[src/rtl/irq_router_pkg.sv]
package irq_router_pkg;
  localparam int unsigned REG_W = 64;
  localparam int unsigned IDX_SHIFT = 6;
  localparam logic [1:0] SIZE_64 = 2'd3;
endpackage

[src/rtl/irq_capture.sv]
module irq_capture #(
  parameter int unsigned LINES = 64
) (
  input  logic             clk,
  input  logic             rst_n,
  input  logic [LINES-1:0] dev_irq,
  output logic [LINES-1:0] pend_next,
  output logic [LINES-1:0] pend_q
);
  logic [LINES-1:0] rise, fall;

  // Rising lines set pending bits; falling lines clear only bits that are set.
  assign rise      = dev_irq & ~pend_q;
  assign fall      = ~dev_irq & pend_q;
  assign pend_next = (pend_q | rise) & ~fall;

  always_ff @(posedge clk) begin
    if (!rst_n) pend_q <= '0;
    else        pend_q <= pend_next;
  end

  assert_pend_follow_R2: assert property (@(posedge clk) disable iff (!rst_n)
    $past(rst_n) |-> pend_q == $past(dev_irq));
endmodule

[src/rtl/irq_cpu_slice.sv]
module irq_cpu_slice #(
  parameter int unsigned LINES = 64
) (
  input  logic             clk,
  input  logic             rst_n,
  input  logic             mask_we,
  input  logic [LINES-1:0] mask_wdata,
  input  logic [LINES-1:0] pend_next,
  input  logic [LINES-1:0] pend_q,
  output logic [LINES-1:0] mask_q,
  output logic [LINES-1:0] view_q,
  output logic             irq_q
);
  logic [LINES-1:0] mask_next;

  assign mask_next = mask_we ? mask_wdata : mask_q;

  always_ff @(posedge clk) begin
    if (!rst_n) begin
      mask_q <= '0;
      view_q <= '0;
      irq_q  <= 1'b0;
    end else begin
      mask_q <= mask_next;
      view_q <= mask_next & pend_next;
      irq_q  <= |view_q;
    end
  end

  assert_view_match_R4: assert property (@(posedge clk) disable iff (!rst_n)
    view_q == (mask_q & pend_q));
  assert_irq_follow_R5: assert property (@(posedge clk) disable iff (!rst_n)
    $past(rst_n) |-> irq_q == $past(|view_q));
  assert_irq_drop_R6: assert property (@(posedge clk) disable iff (!rst_n)
    (view_q == '0) |=> !irq_q);
endmodule

[src/rtl/irq_regport.sv]
module irq_regport
  import irq_router_pkg::*;
#(
  parameter int unsigned CPUS   = 4,
  parameter int unsigned ADDR_W = 10
) (
  input  logic                       clk,
  input  logic                       rst_n,
  input  logic                       req_valid,
  input  logic                       req_write,
  input  logic [ADDR_W-1:0]          req_addr,
  input  logic [1:0]                 req_size,
  input  logic [CPUS-1:0][REG_W-1:0] mask_q,
  input  logic [CPUS-1:0][REG_W-1:0] view_q,
  input  logic [REG_W-1:0]           pend_q,
  output logic [CPUS-1:0]            mask_we,
  output logic                       rsp_valid,
  output logic [REG_W-1:0]           rsp_rdata,
  output logic                       rsp_err
);
  localparam int unsigned IDX_W    = ADDR_W - IDX_SHIFT;
  localparam int unsigned VIEW_LO  = CPUS;
  localparam int unsigned PEND_IDX = 2 * CPUS;

  logic [IDX_W-1:0] idx;
  logic             size_ok, is_mask, is_view, is_pend;
  logic             err_c;
  logic [REG_W-1:0] rd_c;

  assign idx     = req_addr[ADDR_W-1:IDX_SHIFT];
  assign size_ok = (req_size == SIZE_64);
  assign is_mask = (32'(idx) < CPUS);
  assign is_view = (32'(idx) >= VIEW_LO) && (32'(idx) < PEND_IDX);
  assign is_pend = (32'(idx) == PEND_IDX);

  genvar c;
  generate
    for (c = 0; c < CPUS; c++) begin : g_we
      assign mask_we[c] = req_valid && req_write && size_ok && (32'(idx) == c);
    end
  endgenerate

  always_comb begin
    rd_c  = '0;
    err_c = 1'b0;
    if (!size_ok)                 err_c = 1'b1;
    else if (is_mask) begin
      if (!req_write) rd_c = mask_q[idx];
    end else if (is_view) begin
      if (req_write) err_c = 1'b1;
      else           rd_c  = view_q[32'(idx) - VIEW_LO];
    end else if (is_pend) begin
      if (req_write) err_c = 1'b1;
      else           rd_c  = pend_q;
    end else                      err_c = 1'b1;
  end

  always_ff @(posedge clk) begin
    if (!rst_n) begin
      rsp_valid <= 1'b0;
      rsp_rdata <= '0;
      rsp_err   <= 1'b0;
    end else begin
      rsp_valid <= req_valid;
      rsp_rdata <= req_valid ? rd_c : '0;
      rsp_err   <= req_valid && err_c;
    end
  end

  assert_size_reject_R7: assert property (@(posedge clk) disable iff (!rst_n)
    (req_valid && req_size != SIZE_64) |=> (rsp_err && rsp_rdata == '0));
  assert_ro_write_R8: assert property (@(posedge clk) disable iff (!rst_n)
    (req_valid && req_write && (is_view || is_pend)) |=> rsp_err);
  assert_one_rsp_R9: assert property (@(posedge clk) disable iff (!rst_n)
    $past(rst_n) |-> rsp_valid == $past(req_valid));
  assert_we_onehot_R3: assert property (@(posedge clk) disable iff (!rst_n)
    $onehot0(mask_we));
endmodule

[src/rtl/irq_router.sv]
module irq_router
  import irq_router_pkg::*;
#(
  parameter int unsigned CPUS   = 4,
  parameter int unsigned ADDR_W = 10
) (
  input  logic              clk,
  input  logic              rst_n,
  input  logic [REG_W-1:0]  dev_irq,
  input  logic              req_valid,
  input  logic              req_write,
  input  logic [ADDR_W-1:0] req_addr,
  input  logic [1:0]        req_size,
  input  logic [REG_W-1:0]  req_wdata,
  output logic              rsp_valid,
  output logic [REG_W-1:0]  rsp_rdata,
  output logic              rsp_err,
  output logic [CPUS-1:0]   cpu_irq
);
  logic [REG_W-1:0]           pend_next, pend_q;
  logic [CPUS-1:0][REG_W-1:0] mask_q, view_q;
  logic [CPUS-1:0]            mask_we;

  irq_capture #(.LINES(REG_W)) u_cap (
    .clk(clk), .rst_n(rst_n), .dev_irq(dev_irq),
    .pend_next(pend_next), .pend_q(pend_q));

  genvar c;
  generate
    for (c = 0; c < CPUS; c++) begin : g_cpu
      irq_cpu_slice #(.LINES(REG_W)) u_slice (
        .clk(clk), .rst_n(rst_n),
        .mask_we(mask_we[c]), .mask_wdata(req_wdata),
        .pend_next(pend_next), .pend_q(pend_q),
        .mask_q(mask_q[c]), .view_q(view_q[c]), .irq_q(cpu_irq[c]));
    end
  endgenerate

  irq_regport #(.CPUS(CPUS), .ADDR_W(ADDR_W)) u_port (
    .clk(clk), .rst_n(rst_n),
    .req_valid(req_valid), .req_write(req_write),
    .req_addr(req_addr), .req_size(req_size),
    .mask_q(mask_q), .view_q(view_q), .pend_q(pend_q),
    .mask_we(mask_we),
    .rsp_valid(rsp_valid), .rsp_rdata(rsp_rdata), .rsp_err(rsp_err));
endmodule

[config.mk]
export PLATFORM = sky130hd
export DESIGN_NAME = irq_router
export DESIGN_NICKNAME = d
export VERILOG_FILES = /design/src/rtl/irq_router_pkg.sv /design/src/rtl/irq_capture.sv /design/src/rtl/irq_cpu_slice.sv /design/src/rtl/irq_regport.sv /design/src/rtl/irq_router.sv
export SDC_FILE = /design/constraint.sdc
export NUM_CORES = 1
export LEC_CHECK = 0
export BUFFER_PORTS_ARGS = -buffer_cell sky130_fd_sc_hd__buf_2
export CORE_MARGIN = 5
export CORE_UTILIZATION = 50
export DETAILED_ROUTE_END_ITERATION = 12
export HOLD_SLACK_MARGIN = 0.1
export MAX_ROUTING_LAYER = met4
export PLACE_DENSITY = 0.68
export SLEW_MARGIN = 15
export SYNTH_ARGS = -nofsm -noshare
export SYNTH_HDL_FRONTEND = slang
export SYNTH_SLANG_ARGS = --single-unit
[constraint.sdc]
create_clock -name clk -period 1.6 [get_ports clk]
set_input_delay 0.08 -clock clk [delete_from_list [all_inputs] [get_ports clk]]
set_output_delay 0.08 -clock clk [all_outputs]
set_load 0.005 [all_outputs]
* Word level (Yosys, flattened, before mapping)
Index checks and enable logic that the tools add are counted.
** Word-level totals
- Output and inout bits :: 70
- Word-level logic and storage cells :: 71
- Register bits after elaboration :: 646
** Cells by class
- Magnitude comparators :: 5
- Mux-type cells :: 19
- Add/sub/neg operators :: 1
- Equal/unequal tests :: 5
- Reductions and logical operators :: 14
- Bitwise logic cells :: 11
** Operators with widths (number)
- 64-bit 2-to-1 mux :: 12
- 64-bit AND :: 7
- 64-bit binary-select mux with 2-bit select :: 2
- 64-bit OR reduction :: 4
- 64-bit NOT :: 3
- 64-bit OR :: 1
- 32-bit by 3-bit less-than comparator with 1-bit output (second input constant) :: 1
- 4-bit by 2-bit equality test with 1-bit output (second input constant) :: 2
- 1-bit logical AND :: 8
- 4-bit by 3-bit less-than comparator with 1-bit output (second input constant) :: 2
- 1-bit 2-to-1 mux :: 5
- 4-bit by 3-bit subtractor with 5-bit output (second input constant) :: 1
- 4-bit by 1-bit equality test with 1-bit output (second input constant) :: 1
- 4-bit equality test (second input constant) :: 1
- 4-bit by 3-bit greater-or-equal comparator with 1-bit output (second input constant) :: 1
- 4-bit logical NOT :: 1
- 4-bit less-than comparator (second input constant) :: 1
- 3-bit AND reduction :: 1
- 2-bit equality test (second input constant) :: 1

* Logic depth before layout (Yosys ltp)
- Word-level depth :: 6
- Gate-level depth with buffers :: 6
- Gate-level depth less buffers :: 4

* Hierarchy
Synthesis repeated with hierarchy kept, for this count alone.
** Second synthesis, totals
- Cells, all modules :: 2226
- Area total of the unflattened synthesis :: 26070.0 um^2
** By module, submodules not included
- irq_cpu_slice :: sequential area each 2582.5 um^2, times used 4, area each 4494.3 um^2, cells an instance 356
- irq_regport :: sequential area each 1321.3 um^2, times used 1, area each 6092.1 um^2, cells an instance 603
- irq_capture :: sequential area each 1281.2 um^2, times used 1, area each 2000.7 um^2, cells an instance 199

* Least setup slack after synthesis
No wires, ideal clock.
- Kind :: input to register
- From :: input port req_addr[6]
- To :: register u_port.rsp_rdata[23]
- Slack :: 0.172 ns
- Cell stages on the path :: 6
- Arrival :: 1.295 ns
- Data required time :: 1.468 ns
- Library setup time :: 0.132 ns
- Cell sequence :: buf_6 -> buf_4 -> buf_2 -> mux4_2 -> nand2_1 -> a31oi_1
** Between the ends
- Word-level cells in the longest chain between the ends :: 6
- Elaborated cells between the ends (all ways) :: 15
- Classes of those cells :: 1 x add/sub; 3 x order compare; 1 x eq/ne; 9 x mux; 1 x reduce/logical
** Ends and longest elaborated chain
- start: declaration :: line irq_router.sv:12 : input logic [ADDR_W-1:0] req_addr,
- 4-bit by 3-bit subtractor with 5-bit output :: line irq_regport.sv:51 : else rd_c = view_q[32'(idx) - VIEW_LO];
- 64-bit binary-select mux with 2-bit select :: line irq_regport.sv:51
- 64-bit 2-to-1 mux (not written as such) :: line irq_regport.sv:51
- 64-bit 2-to-1 mux :: line irq_regport.sv:50 : if (req_write) err_c = 1'b1;
- 64-bit 2-to-1 mux :: line irq_regport.sv:49 : end else if (is_view) begin
- 64-bit 2-to-1 mux * :: line irq_regport.sv:47 : else if (is_mask) begin
- end signal: assignment :: line irq_regport.sv:65 : rsp_rdata <= req_valid ? rd_c : '0;
- end: declaration :: line irq_regport.sv:18 : output logic [REG_W-1:0] rsp_rdata,
Every way passes the cells marked *; elsewhere a longest branch is shown, timed or not. The select of a mux whose other input is x is not followed.
A chain may end at the register's enable or synchronous reset.

* Final worst setup path
- From :: register g_cpu[2].u_slice.view_q[51]
- To :: register g_cpu[2].u_slice.irq_q
** Between the ends
- Word-level cells in the longest chain between the ends :: 1
** Ends and longest elaborated chain
- start: declaration :: line irq_cpu_slice.sv:11 : output logic [LINES-1:0] view_q,
- start signal: assignment :: line irq_cpu_slice.sv:25 : view_q <= mask_next & pend_next;
- 64-bit OR reduction :: line irq_cpu_slice.sv:26 : irq_q <= |view_q;
- end signal: assignment :: line irq_cpu_slice.sv:26
- end: declaration :: line irq_cpu_slice.sv:12 : output logic irq_q
No other way between the ends.

==> results.md <==
Pwr:
- The peak supply drop is 0.844 mV.
- The power density over the cells is 1010 mW/mm^2.
- The analysis attributes to cell leakage a power of 13.6 nW.

STA:
- The final-report hold violation count is 0.
- Setup violations remaining at the end of the flow were counted as 0.
- Once routing completed, OpenROAD measured the worst setup slack at 0.00308 ns.
- The worst clock skew is 0.0212 ns.
- Headroom to the max-slew limit came out at 0.489.
- The smallest clock period supported by the final layout is computed as 1.60 ns.
- The count of pins over their slew limit was 0.
- Based on the critical path, the design can be clocked at up to 0.626 GHz.
- The worst hold slack across all endpoints is 0.144 ns.
- The pin slew with the least headroom to its limit is 0.767 ns.
- The ratio of final minimum period to clock period is 0.998.
- Setup repair after global routing left no endpoint under its margin.

GRT:
- The number of global-route vias before repair is 24.2k.
- The layer with the highest usage is met2.
- For met2 alone, demand over resource in global routing was 0.504.
- For this run, global-route usage on met3 was measured as 0.0606.
- The global-route usage over all layers is 0.310.
- The met1 track demand over resource in global routing is 0.379.
- Entering global routing, the biggest net connects 77 pins.
- Global routing finished with a remaining overflow of 0.
- The number of antenna violations at the first check in global routing is 1.
- The wire length of the first global-routing pass is 137,000 microns.

Status:
- The run finished with clean final reports.

Synth:
- The share of synthesized area in the top cell type comes to 0.484.
- The share of the yosys chip area belonging to registers is 0.484.
- The share of flip-flops with an asynchronous set or reset after synthesis is 0.
- The net count after synthesis is 2,851.
- In this run, distinct cell masters in the synthesized netlist total 30.
- By area the synthesized netlist is led by sky130_fd_sc_hd__dfxtp_1, sky130_fd_sc_hd__mux2i_1, sky130_fd_sc_hd__nand2_1.
- The most used flip-flop cell after synthesis is sky130_fd_sc_hd__dfxtp_1.
- The synthesized area per cell is 9.88 sq um.
- In this run the cell area of the synthesized design comes to 0.0267 sq mm.
- Yosys mapped a number of flops with a built-in enable equal to 0.
- Yosys printed 0 warnings.
- Counting every instance in the synthesized netlist gives 2,707.
- The total of flip-flops plus latches after synthesis is 646.
- The cell taking the most area after synthesis is sky130_fd_sc_hd__dfxtp_1.

Setup path:
- The end of the worst register-to-register path is g_cpu[2].u_slice.irq_q.
- The worst setup path is launched from a flip-flop.
- The highest cell delay on the worst timing path is 0.44 ns.
- The worst setup path is captured at a flip-flop.
- At the worst endpoint, the required time is 2.08 ns.
- The critical path is of the flip-flop to flip-flop type.
- For flop-to-flop paths, the worst setup slack is 0.003 ns.
- The origin of the critical flop-to-flop path is g_cpu[2].u_slice.view_q[51].
- Along the worst path, the maximum fanout reaches 2.
- The family with the most delay on the worst path is simple AND/OR/NAND/NOR gates.
- The worst-path cell with the longest stage delay is sky130_fd_sc_hd__o41a_1.
- The worst register-to-register path has a depth of 4.
- The number of buffer and inverter stages on the critical path is 1.
- The arrival time of the worst setup path is 2.08 ns.
- Traced cell by cell, the critical path runs through nor4_2 > buf_4 > nand4_1 > o41a_1.

Finish:
- From synthesis to final layout, the design area changed by 26.8%.
- The net count of the finished layout is 3,248.
- The fraction of final layout cells sized beyond drive strength 1 is 0.179.

Route:
- The number of nets still failing antenna checks after routing is 0.
- The total number of vias is 23.6k.
- Dividing the detail-routed wire length by the instance count gives 23.6 microns.
- After detailed routing, the number of remaining DRC violations is 0.
- The first TritonRoute pass finished after 6 iterations.
- The vias per cell is 6.15.
- The DRC violation total after the first TritonRoute iteration is 2,131.
- The final routed wirelength across all metal layers is 90,500 microns.

Place:
- At the end of routability-driven placement, the weighted congestion stood at 0.905.
- OpenSTA, run right after detailed placement, puts the worst setup slack at -0.184 ns.
- The sum of net half-perimeters after detailed placement is 56,600 microns.
- Buffers placed on the I/O ports in this run total 207.

Hold path:
- The hold-critical path depth is 4.
- The type of the most critical hold path is input port to flip-flop.
- The end point of the most critical hold path is g_cpu[0].u_slice.view_q[50].
- In this run the most critical hold path is launched from rst_n.

CTS:
- CTS placed an instance of sky130_fd_sc_hd__clkbuf_16 at the clock tree root.
- The number of sinks driven by the clock tree is 646.
- The total clock buffers created by CTS is 67.
- The clock passes through at most 3 buffers.
- TritonCTS built the clock tree.
- The clock latency on the worst-skew pair is 0.60 ns.
- Clock-pin slew was measured on the worst setup and hold paths at 0.06 ns.
- The clock tree synthesis step divided the H-tree into 3 levels.

Floorplan:
- The row count is 84.
- The die area is 0.0582 sq mm.
- The area of the core region is 0.0528 sq mm.
- In this run the horizontal extent of the chip is 241 microns.
- The vertical die dimension is 241 microns.
- The initial utilization of the core area, before any placement, comes to 0.507.
- Pin placement for this block handled 214 I/O pins.

Job:
- The number of violations of the max-capacitance limit is 0.
## cells by family (layout without fill, tap and decap cells)
kind of cell | count (synthesis) | count (layout) | synth area share
and+or+nand+nor | 800 | 800 | 0.137
other | 0 | 1 | 0
muxes | 448 | 448 | 0.198
AOI/OAI and AO/OA | 519 | 519 | 0.134
DFF | 646 | 646 | 0.484
buffers and inverters | 294 | 735 | 0.0476
## routing by layer
metal | share of wire | up-vias | wire length, microns
li1 | - | 10663 | -
met1 | 0.39 | 11494 | 35600
met2 | 0.48 | 1189 | 43100
met3 | 0.091 | 253 | 8210
met4 | 0.041 | 0 | 3670
met5 | 0 | - | 0
## cell usage after synthesis (64+ instances only)
cell type,count
sky130_fd_sc_hd__nand4_1,145
sky130_fd_sc_hd__dfxtp_1,646
sky130_fd_sc_hd__o22a_1,64
sky130_fd_sc_hd__nand2_1,514
sky130_fd_sc_hd__nand3_1,64
sky130_fd_sc_hd__mux4_2,64
sky130_fd_sc_hd__a31oi_1,64
sky130_fd_sc_hd__o31ai_1,128
sky130_fd_sc_hd__a21boi_0,128
sky130_fd_sc_hd__nor4_1,64
sky130_fd_sc_hd__mux2i_1,384
sky130_fd_sc_hd__inv_1,65
sky130_fd_sc_hd__clkbuf_1,146
sky130_fd_sc_hd__a21oi_1,130
## worst reg2reg max path, delay by kind of cell (launching register included)
family	cells	cell delay, ns
AND/OR/NAND/NOR	2	0.51
AO/OA/AOI/OAI	1	0.44
flip-flops	1	0.33
buffers and inverters	1	0.20
## flip-flops by register name, summed over array words and instances (netlist names)
name	count
g_cpu.u_slice.irq_q	4
u_port.rsp_valid	1
g_cpu.u_slice.view_q	256
u_cap.pend_q	64
u_port.rsp_rdata	64
u_port.rsp_err	1
g_cpu.u_slice.mask_q	256
## cell type report
type	instances	area (sq um)
Multi-Input combinational cell	1767	12900
Inverter	65	244
Fill cell	4175	18900
Clock buffer	101	2000
Clock inverter	12	143
Sequential cell	646	12900
Antenna cell	1	2.50
Tap cell	688	861
Timing Repair Buffer	557	4840
## power breakdown
part,switching (W),leakage (nW),internal [W]
Combinational,0.00150,7.29,0.000928
Clock,0.00636,1.06,0.00907
Sequential,0.0000446,5.22,0.0162
## cells in the final DEF, fill, tap and decap left out, types with 3 or more instances in the layout
cell type	Yosys	layout
sky130_fd_sc_hd__dlygate4sd3_1	0	198
sky130_fd_sc_hd__bufinv_16	0	3
sky130_fd_sc_hd__nor4_2	0	13
sky130_fd_sc_hd__dfxtp_1	646	642
sky130_fd_sc_hd__buf_12	0	50
sky130_fd_sc_hd__nand3_1	64	64
sky130_fd_sc_hd__clkbuf_8	0	15
sky130_fd_sc_hd__buf_4	18	101
sky130_fd_sc_hd__a21oi_1	130	130
sky130_fd_sc_hd__mux4_2	64	64
sky130_fd_sc_hd__clkbuf_1	146	17
sky130_fd_sc_hd__a21boi_0	128	128
sky130_fd_sc_hd__mux2i_1	384	384
sky130_fd_sc_hd__buf_2	39	203
sky130_fd_sc_hd__nand2_1	514	512
sky130_fd_sc_hd__nand4_1	145	145
sky130_fd_sc_hd__dfxtp_2	0	4
sky130_fd_sc_hd__o31ai_1	128	126
sky130_fd_sc_hd__o41a_1	4	4
sky130_fd_sc_hd__clkbuf_16	0	69
sky130_fd_sc_hd__nor4_4	0	11
sky130_fd_sc_hd__nor4_1	64	40
sky130_fd_sc_hd__a31oi_1	64	64
sky130_fd_sc_hd__clkinv_2	0	7
sky130_fd_sc_hd__o22a_1	64	64
sky130_fd_sc_hd__inv_1	65	64
## worst max path at each step
| stage | startpoint | endpoint | slack [ns] | depth (start not counted) |
|---|---|---|---|---|
| 6_report | g_cpu[2].u_slice.view_q[51] | g_cpu[2].u_slice.irq_q | 0.003 | 4 |
| 5_1_grt | g_cpu[3].u_slice.view_q[10] | g_cpu[3].u_slice.irq_q | 0.0006 | 4 |
| 3_5_place_dp | g_cpu[0].u_slice.view_q[46] | g_cpu[0].u_slice.irq_q | -0.18 | 5 |
| 4_1_cts | g_cpu[3].u_slice.view_q[43] | g_cpu[3].u_slice.irq_q | 0.004 | 4 |
| 3_3_place_gp | g_cpu[0].u_slice.view_q[10] | g_cpu[0].u_slice.irq_q | -0.20 | 5 |
| 2_1_floorplan | req_addr[6] | u_port.rsp_rdata[23] | 0.17 | 6 |
## per-stage QoR
stage	setup TNS, ns	utilization	std cells	cell area [sq um]	total power, W
finish	0	0.642	3837	33900	0.0341
global route	0	0.642	3837	33900	0.0351
CTS	0	0.639	3828	33700	0.0342
detailed placement	-12.97	0.558	3519	29400	0.0186
global placement	-9.66	0.558	3519	29400	0.0186
floorplan	0	-	2707	26700	0.0176
## timing repair
item	in CTS	in global routing
gates resized for setup	27	17
hold buffers	198	2
endpoints found under the hold margin	584	1
pin swaps	4	7
gates cloned	0	0
setup buffers	0	6
endpoints found under the setup margin	4	16
No activity file was read; power rests on OpenSTA's default activity.
